**config.mk**
```make
export PLATFORM = sky130hd
export DESIGN_NAME = gpio_atomic_port
export DESIGN_NICKNAME = d
export VERILOG_FILES = /design/src/rtl/gpio_atomic_pkg.sv /design/src/rtl/gpio_bus_decode.sv /design/src/rtl/gpio_out_latch.sv /design/src/rtl/gpio_dir_reg.sv /design/src/rtl/gpio_in_sync.sv /design/src/rtl/gpio_atomic_port.sv
export SDC_FILE = /design/constraint.sdc
export NUM_CORES = 1
export LEC_CHECK = 0
export ABC_AREA = 1
export BUFFER_PORTS_ARGS = -buffer_cell sky130_fd_sc_hd__buf_2
export CAP_MARGIN = 20
export CORE_MARGIN = 5
export CORE_UTILIZATION = 45
export CTS_CLUSTER_DIAMETER = 80
export DETAILED_ROUTE_END_ITERATION = 10
export PLACE_DENSITY_LB_ADDON = 0.08
export SLEW_MARGIN = 20
export SYNTH_ARGS = -nofsm -noshare
export SYNTH_HDL_FRONTEND = slang
export SYNTH_SLANG_ARGS = --single-unit
export TNS_END_PERCENT = 20
```
**constraint.sdc**
```tcl
create_clock -name clk -period 1.7 [get_ports clk]
set_input_delay 0 -clock clk [delete_from_list [all_inputs] [get_ports clk]]
set_output_delay 0 -clock clk [all_outputs]
set_load 0.005 [all_outputs]
```
**src/rtl/gpio_atomic_pkg.sv**
```systemverilog
// Package gpio_atomic_pkg
// Shared register indices and the latch-update operation type for the GPIO port.
// Assumes word-aligned registers, so the index is the byte address divided by 4.
package gpio_atomic_pkg;

    localparam int unsigned RS_DATA = 0;
    localparam int unsigned RS_SET  = 1;
    localparam int unsigned RS_CLR  = 2;
    localparam int unsigned RS_TOG  = 3;
    localparam int unsigned RS_IN   = 4;
    localparam int unsigned RS_DIR  = 5;

    typedef enum logic [2:0] {
        OP_HOLD = 3'd0,
        OP_LOAD = 3'd1,
        OP_SET  = 3'd2,
        OP_CLR  = 3'd3,
        OP_TOG  = 3'd4
    } latch_op_e;

endpackage

```
**src/rtl/gpio_bus_decode.sv**
```systemverilog
// Module gpio_bus_decode
// Turns one bus request into a latch operation, a direction-write strobe and a
// read select, and registers the one-cycle response strobe.
// Assumes one request per cycle. The caller has already dropped the byte-lane address bits.
module gpio_bus_decode
    import gpio_atomic_pkg::*;
#(
    parameter int unsigned IDX_W = 3
) (
    input  logic             clk,
    input  logic             rst_n,
    input  logic             bus_sel,
    input  logic             bus_we,
    input  logic [IDX_W-1:0] bus_idx,
    output latch_op_e        latch_op,
    output logic             dir_wr,
    output logic             rd_en,
    output logic [IDX_W-1:0] rd_idx,
    output logic             ready
);

    logic wr_en;
    assign wr_en  = bus_sel & bus_we;
    assign rd_en  = bus_sel & ~bus_we;
    assign rd_idx = bus_idx;

    // Map a write to its latch operation or to the direction strobe.
    always_comb begin
        latch_op = OP_HOLD;
        dir_wr   = 1'b0;
        if (wr_en) begin
            case (bus_idx)
                IDX_W'(RS_DATA): latch_op = OP_LOAD;
                IDX_W'(RS_SET):  latch_op = OP_SET;
                IDX_W'(RS_CLR):  latch_op = OP_CLR;
                IDX_W'(RS_TOG):  latch_op = OP_TOG;
                IDX_W'(RS_DIR):  dir_wr   = 1'b1;
                default:         latch_op = OP_HOLD;
            endcase
        end
    end

    // Response strobe: one cycle after each accepted request.
    always_ff @(posedge clk) begin
        if (!rst_n) ready <= 1'b0;
        else        ready <= bus_sel;
    end

endmodule

```
**src/rtl/gpio_out_latch.sv**
```systemverilog
// Module gpio_out_latch
// Output data latch. Each bit is loaded, set, cleared or toggled according to the
// decoded operation, with the write data acting as the bit select.
// Assumes at most one operation per cycle.
module gpio_out_latch
    import gpio_atomic_pkg::*;
#(
    parameter int unsigned WIDTH = 32
) (
    input  logic             clk,
    input  logic             rst_n,
    input  latch_op_e        op,
    input  logic [WIDTH-1:0] wdata,
    output logic [WIDTH-1:0] q
);

    for (genvar b = 0; b < WIDTH; b++) begin : g_bit
        logic bit_q;
        logic bit_d;

        // Next value of this bit for the requested operation.
        always_comb begin
            case (op)
                OP_LOAD: bit_d = wdata[b];
                OP_SET:  bit_d = bit_q | wdata[b];
                OP_CLR:  bit_d = bit_q & ~wdata[b];
                OP_TOG:  bit_d = bit_q ^ wdata[b];
                default: bit_d = bit_q;
            endcase
        end

        // Bit storage with synchronous clear.
        always_ff @(posedge clk) begin
            if (!rst_n) bit_q <= 1'b0;
            else        bit_q <= bit_d;
        end

        assign q[b] = bit_q;
    end

endmodule

```
**src/rtl/gpio_dir_reg.sv**
```systemverilog
// Module gpio_dir_reg
// Per-pin direction register. A 1 marks the pin as an output.
// Assumes the write strobe comes from the bus decoder.
module gpio_dir_reg #(
    parameter int unsigned WIDTH = 32
) (
    input  logic             clk,
    input  logic             rst_n,
    input  logic             wr,
    input  logic [WIDTH-1:0] wdata,
    output logic [WIDTH-1:0] q
);

    // Load the whole word on a direction write.
    always_ff @(posedge clk) begin
        if (!rst_n)  q <= '0;
        else if (wr) q <= wdata;
    end

endmodule

```
**src/rtl/gpio_in_sync.sv**
```systemverilog
// Module gpio_in_sync
// Multi-flop synchronizer for asynchronous pad inputs. Each bit is synchronized on
// its own, so bits that change together may show up one cycle apart.
// Assumes STAGES >= 1. The default of 2 gives a two-edge latency.
module gpio_in_sync #(
    parameter int unsigned WIDTH  = 32,
    parameter int unsigned STAGES = 2
) (
    input  logic             clk,
    input  logic             rst_n,
    input  logic [WIDTH-1:0] d,
    output logic [WIDTH-1:0] q
);

    logic [WIDTH-1:0] stage [STAGES];

    // Shift the pad sample through the chain.
    always_ff @(posedge clk) begin
        if (!rst_n) begin
            for (int s = 0; s < STAGES; s++) stage[s] <= '0;
        end else begin
            stage[0] <= d;
            for (int s = 1; s < STAGES; s++) stage[s] <= stage[s-1];
        end
    end

    assign q = stage[STAGES-1];

endmodule

```
**src/rtl/gpio_atomic_port.sv**
```systemverilog
// Module gpio_atomic_port
// 32-pin GPIO data block. It holds an output latch with set, clear and toggle alias
// registers, a direction register and a synchronized input register, all on a
// single-cycle-response register bus. Pad outputs come straight from the latch, and
// the output enables come straight from the direction bits.
// Assumes ADDR_W >= 5 and PINS <= the bus data width, which is PINS itself.
module gpio_atomic_port
    import gpio_atomic_pkg::*;
#(
    parameter int unsigned PINS        = 32,
    parameter int unsigned ADDR_W      = 5,
    parameter int unsigned SYNC_STAGES = 2
) (
    input  logic              clk,
    input  logic              rst_n,
    input  logic              bus_sel,
    input  logic              bus_we,
    input  logic [ADDR_W-1:0] bus_addr,
    input  logic [PINS-1:0]   bus_wdata,
    output logic [PINS-1:0]   bus_rdata,
    output logic              bus_ready,
    input  logic [PINS-1:0]   pad_in,
    output logic [PINS-1:0]   pad_out,
    output logic [PINS-1:0]   pad_oe
);

    localparam int unsigned IDX_W = ADDR_W - 2;

    latch_op_e        latch_op;
    logic             dir_wr;
    logic             rd_en;
    logic [IDX_W-1:0] rd_idx;
    logic [PINS-1:0]  out_q;
    logic [PINS-1:0]  dir_q;
    logic [PINS-1:0]  in_q;
    logic [PINS-1:0]  rd_mux;
    logic [1:0]       unused_byte_lane;

    assign unused_byte_lane = bus_addr[1:0];

    gpio_bus_decode #(.IDX_W(IDX_W)) u_decode (
        .clk      (clk),
        .rst_n    (rst_n),
        .bus_sel  (bus_sel),
        .bus_we   (bus_we),
        .bus_idx  (bus_addr[ADDR_W-1:2]),
        .latch_op (latch_op),
        .dir_wr   (dir_wr),
        .rd_en    (rd_en),
        .rd_idx   (rd_idx),
        .ready    (bus_ready)
    );

    gpio_out_latch #(.WIDTH(PINS)) u_latch (
        .clk   (clk),
        .rst_n (rst_n),
        .op    (latch_op),
        .wdata (bus_wdata),
        .q     (out_q)
    );

    gpio_dir_reg #(.WIDTH(PINS)) u_dir (
        .clk   (clk),
        .rst_n (rst_n),
        .wr    (dir_wr),
        .wdata (bus_wdata),
        .q     (dir_q)
    );

    gpio_in_sync #(.WIDTH(PINS), .STAGES(SYNC_STAGES)) u_sync (
        .clk   (clk),
        .rst_n (rst_n),
        .d     (pad_in),
        .q     (in_q)
    );

    // Select the readable register. Aliases and unmapped slots return 0.
    always_comb begin
        case (rd_idx)
            IDX_W'(RS_DATA): rd_mux = out_q;
            IDX_W'(RS_IN):   rd_mux = in_q;
            IDX_W'(RS_DIR):  rd_mux = dir_q;
            default:         rd_mux = '0;
        endcase
    end

    // Register the read data so it lines up with the response strobe.
    always_ff @(posedge clk) begin
        if (!rst_n)     bus_rdata <= '0;
        else if (rd_en) bus_rdata <= rd_mux;
        else            bus_rdata <= '0;
    end

    assign pad_out = out_q;
    assign pad_oe  = dir_q;

endmodule

```
Word level (Yosys, flattened, before mapping)
Memory sizes are Yosys's and may differ from the RTL's.
Cells that the tools add are included.
{"block": "totals", "inputBits": 73, "mem_bits_rw": 64, "mem_count": 1, "register_bits": 97, "word_cells": 222}
{"block": "op_classes", "n_reduce_logical": 3, "n_eq_ne": 9, "muxes": 41, "bitwise_logic": 133}
{"memory": "u_sync.stage", "words": 2, "width": 32, "rd": 2, "rd_clocked_by_memory_dff": 0, "write_ports": 2, "line_no": "gpio_in_sync.sv:15", "source": "logic [WIDTH-1:0] stage [STAGES];"}
{"operator": "$pmux W1 S4", "count": 32}
{"operator": "$pmux W32 S3", "count": 1}
{"operator": "$mux W32", "count": 2}
{"operator": "$and A1 B1 Y1", "count": 34}
{"operator": "$or A1 B1 Y1", "count": 34}
{"operator": "$not A1 Y1", "count": 33}
{"operator": "$xor A1 B1 Y1", "count": 32}
{"operator": "$eq A3 B2 Y1 const B", "count": 4}
{"operator": "$pmux W3 S4", "count": 1}
{"operator": "$eq A3 B3 Y1 const B", "count": 3}
{"operator": "$eq A3 B1 Y1 const B", "count": 2}
{"operator": "$mux W1", "count": 4}
{"operator": "$reduce_bool A4 Y1", "count": 1}
{"operator": "$logic_not A3 Y1", "count": 1}
{"operator": "$mux W3", "count": 1}
{"operator": "$reduce_and A2 Y1", "count": 1}

Logic depth before layout (Yosys ltp)
{"block": "logic_depth", "word_depth": 5, "mapped_depth": 8}

Cells and area by module
Synthesis repeated with hierarchy kept, for this count alone.
{"block": "unflattened", "cells_unflattened": 1300, "area_unflattened_um2": 9268.9}
{"module": "gpio_out_latch", "instances": 1, "area_each_um2": 3849.9, "seq_area_each_um2": 640.6, "cells_per_inst": 591}
{"module": "gpio_in_sync", "instances": 1, "area_each_um2": 2080.7, "seq_area_each_um2": 1281.2, "cells_per_inst": 231}
{"module": "gpio_atomic_port", "instances": 1, "area_each_um2": 1889.3, "seq_area_each_um2": 640.6, "cells_per_inst": 255}
{"module": "gpio_dir_reg", "instances": 1, "area_each_um2": 1335.0, "seq_area_each_um2": 640.6, "cells_per_inst": 202}
{"module": "gpio_bus_decode", "instances": 1, "area_each_um2": 113.9, "seq_area_each_um2": 20.0, "cells_per_inst": 21}

Worst setup path after synthesis
No wires, ideal clock.
{"block": "synth_timing", "kind": "flip-flop to flip-flop", "startpoint": "reg u_latch.g_bit[14].bit_q", "endpoint": "reg u_latch.g_bit[14].bit_q", "required_time_ns": 1.572, "path_stages_with_launch": 7, "t_arrival_ns": 0.909, "n_path_buf": 0, "setup_time_ns": 0.128, "slack_ns": 0.663, "path_cell_list": "dfxtp_1 -> inv_1 -> ha_1 -> nand3_1 -> nand3_1 -> nor2_1 -> nor2_1"}
{"block": "synth_between", "elab_chain_cells": 2}
{"element": "start, declared", "line_no": "gpio_out_latch.sv:18", "source": "logic bit_q;"}
{"element": "start signal, assigned", "line_no": "gpio_out_latch.sv:35", "source": "else bit_q <= bit_d;"}
{"element": "$xor A1 B1 Y1, or another cell as far along", "line_no": "gpio_out_latch.sv:27", "source": "OP_TOG: bit_d = bit_q ^ wdata[b];"}
{"element": "$pmux W1 S4 (*)", "line_no": "gpio_out_latch.sv:23", "source": "case (op)"}
Every way passes the cells marked *; elsewhere a longest branch is shown, timed or not.
A chain may end at the register's enable or synchronous reset.

Final worst setup path
{"block": "layout_timing", "startpoint": "in bus_we", "endpoint": "reg u_latch.g_bit[19].bit_q"}
{"block": "layout_between", "elab_chain_cells": 4}
{"element": "start, declared", "line_no": "gpio_atomic_port.sv:17", "source": "input logic bus_we,"}
{"element": "$and A1 B1 Y1 (*)", "line_no": "gpio_bus_decode.sv:23", "source": "assign wr_en = bus_sel & bus_we;"}
{"element": "$mux W3 (*)", "line_no": "gpio_bus_decode.sv:31", "source": "if (wr_en) begin"}
{"element": "$eq A3 B3 Y1, or another cell as far along", "line_no": "gpio_out_latch.sv:23"}
{"element": "$pmux W1 S4 or $reduce_bool A4 Y1 (tied branches)"}
{"element": "end signal, assigned", "line_no": "gpio_out_latch.sv:35"}
{"element": "end, declared", "line_no": "gpio_out_latch.sv:18"}
Marked as above.

==> flow_metrics.tcl <==
set metrics [dict create \
    syn-cell-area_um2 7840 \
    drt_wl_total_um 21900 \
    hpwl_um 15200 \
    cpLargestDelayFamily "buffers and inverters" \
    worst_ir_drop_vdd_v 0.000671 \
    finalSetupViolCount 0 \
    p_sw_frac 0.257 \
    synth_cell_types 19 \
    slowest_delay_ns 0.52 \
    cts_root_buf "clkbuf_16" \
    grt_pass1_vias 6883 \
    grt_pass1_wl_um 35000 \
    ys_seq_area_frac 0.411 \
    post-route-period-util 0.789 \
    drtIter0Drc 403 \
    stdcell_area_um2 9990 \
    slew_violations 0 \
    power.internal_w 0.00649 \
    areaGrowthSynthToFinish_pct 27.5 \
    clockBufferDepth 2 \
    finalCriticalPeriod_ns 1.34 \
    multiInputGateArea_um2 3410 \
    wl_per_cell_um 14.4 \
    insertion_delay_ns 0.42 \
    fin_nets 1418 \
    yosysTopAreaCell "dfxtp_1" \
    skew_ns 0.00825 \
    path_cells "dlygate4sd3_1 -> buf_2 -> nand2_1 -> nor2_4 -> buf_12 -> o21ai_0 -> nor2_1 -> nor2_1" \
    required_ns 2.02 \
    antenna_found_initial 1 \
    place_area_um2 8720 \
    cts_sinks 161 \
    cp-start-kind "input port" \
    postRouteAntennaNets 0 \
    port_buffers 167 \
    reg2reg_depth 6 \
    leakagePower_nw 5.46 \
    yosys_warnings 0 \
    die_y_um 142 \
    dr.pass1.iters 5 \
    async_flop_share 0 \
    cts_tree "done" \
    worst-path-stages 8 \
    hold_violations 0 \
    final_core_utilization 0.582 \
    synth_top_area_frac 0.411 \
    cpMaxStageDelayCell "dlygate4sd3_1" \
    die_w_um 142 \
    worstSetupPathType "input port to flip-flop" \
    synth-edff-count 0 \
    ys_seq_elements 161 \
    critPathMaxFanout 90 \
    grt-ovfl-total 0 \
    pwr-share-clk 0.446 \
    register_area_um2 3220 \
    synth_area_leaders "dfxtp_1, nand3_1, ha_1" \
    min_path_cells 5 \
    drive_gt1_frac 0.182 \
    gp_congestion 0.846 \
    ys.flop_type "dfxtp_1" \
    drcViolationCount 0 \
    critPathCaptureType "flip-flop" \
    powerDensity_nw_per_um2 874 \
    io_pins 170 \
    coreArea_um2 17200 \
    p_seq_frac 0.453 \
    via_count 7122 \
    path_clk_slew_ns 0.07 \
    fillCellCount 1662 \
    cp_common_cell "nor2_1" \
    yosysMostFrequentCell "nand2_1" \
    synthCells 1097 \
    setup_tns_ns 0 \
    vias_per_cell 4.69 \
    fmax_ghz 0.745 \
    slew_headroom 0.612 \
    max_slew.worst_pin.slew_ns 0.582 \
    rsz0062_at_grt "no" \
    cap_violations 0 \
    switchingPower_w 0.00224 \
    outcome "finished, final reports clean" \
    cts_buffers 17 \
    synthTopCellsByCount "nand2_1, inv_1, nand3_1, dfxtp_1, nor2_1" \
    grt_max_degree 91 \
    htreeDepth 4 \
    power_frac_comb 0.101 \
    rows 48 \
    initial_core_util 0.456 \
    critPathBufInv 3 \
    syn_avg_cell_area_um2 7.14 \
    holdCritPathClass "input port to flip-flop" \
    syn_nets 1234 \
    cp.arrival_ns 1.66 \
    track_usage 0.221 \
    dieArea_um2 20100 \
]
flip-flops by register name (all words and copies together), names as in the netlist:
name,flops
u_decode.ready,1
u_sync.stage,64
bus_rdata,32
u_latch.g_bit.bit_q,32
u_dir.q,32
layer usage:
layer  part of all wire  track usage  vias to the layer above
met2               0.49        0.391                      177
met5                  0            0                        -
met3              0.069       0.0585                       21
met4              0.012       0.0672                        0
li1                   -            -                     3691
met1               0.43        0.262                     3233
cell type report:
| class | instances | share of cell area |
|---|---|---|
| well taps | 225 | 0.0282 |
| clock buffers | 18 | 0.0429 |
| flip-flops and latches | 161 | 0.323 |
| clock inverters | 14 | 0.0170 |
| diodes | 1 | 0.000250 |
| multi-input cells | 651 | 0.342 |
| repair buffers | 258 | 0.175 |
| inverters | 192 | 0.0721 |
through the flow:
stage,cells,total power (W),hold slack [ns],setup slack (ns)
finish,1520,0.00873,0.0567,0.359
CTS,1519,0.00884,0.0482,0.386
detailed placement,1420,0.00480,0.185,0.373
floorplan,1097,0.00449,0.0976,0.663
global placement,1420,0.00479,0.181,0.438
global route,1520,0.00912,0.0934,0.238
layout by cell type (no fill, tap or decap), drive strengths merged:
cell type    instances
o211ai               2
dlygate4sd3         67
nand3b              10
diode                1
bufinv               2
buf                191
inv                200
nand2              197
nand3              180
a21oi                2
ha                  64
clkinv               3
nor2               132
clkbuf              18
o21ai               64
dfxtp              161
clkinvlp             1
worst min-delay path, stage by stage:
cell,delay [ns]
buf_4,0.13
nand2_1,0.12
nor2_4,0.09
nand2_1,0.07
inv_1,0.03
logic make-up after synthesis:
group | count (synthesis) | share of synthesized area
compound gates | 68 | 0.0441
fa+ha+maj | 64 | 0.102
buf+inv | 285 | 0.158
flops | 161 | 0.411
simple gates | 519 | 0.284
final timing paths:
check | startpoint | end | slack (ns)
max | bus_we | u_latch.g_bit[19].bit_q | 0.36
min | rst_n | bus_rdata[15] | 0.06
max reg2reg | u_latch.g_bit[7].bit_q | u_latch.g_bit[7].bit_q | 0.49
min reg2reg | u_sync.stage[0][4] | u_sync.stage[0][36] | 0.41
what timing repair did:
item                      CTS  global route
hold endpoints to repair  101             0
hold buffers               67             0
resized for setup           0             0
setup buffers               0             0
power by group through the flow:
| stage | Sequential [W] | Combinational (W) | Clock (W) |
|---|---|---|---|
| floorplan | 0.00402 | 0.000470 | 0 |
| global placement | 0.00405 | 0.000747 | 0 |
| detailed placement | 0.00405 | 0.000759 | 0 |
| CTS | 0.00396 | 0.000884 | 0.00399 |
| global route | 0.00397 | 0.000994 | 0.00416 |
| finish | 0.00396 | 0.000878 | 0.00390 |
No activity file was read; power rests on OpenSTA's default activity.
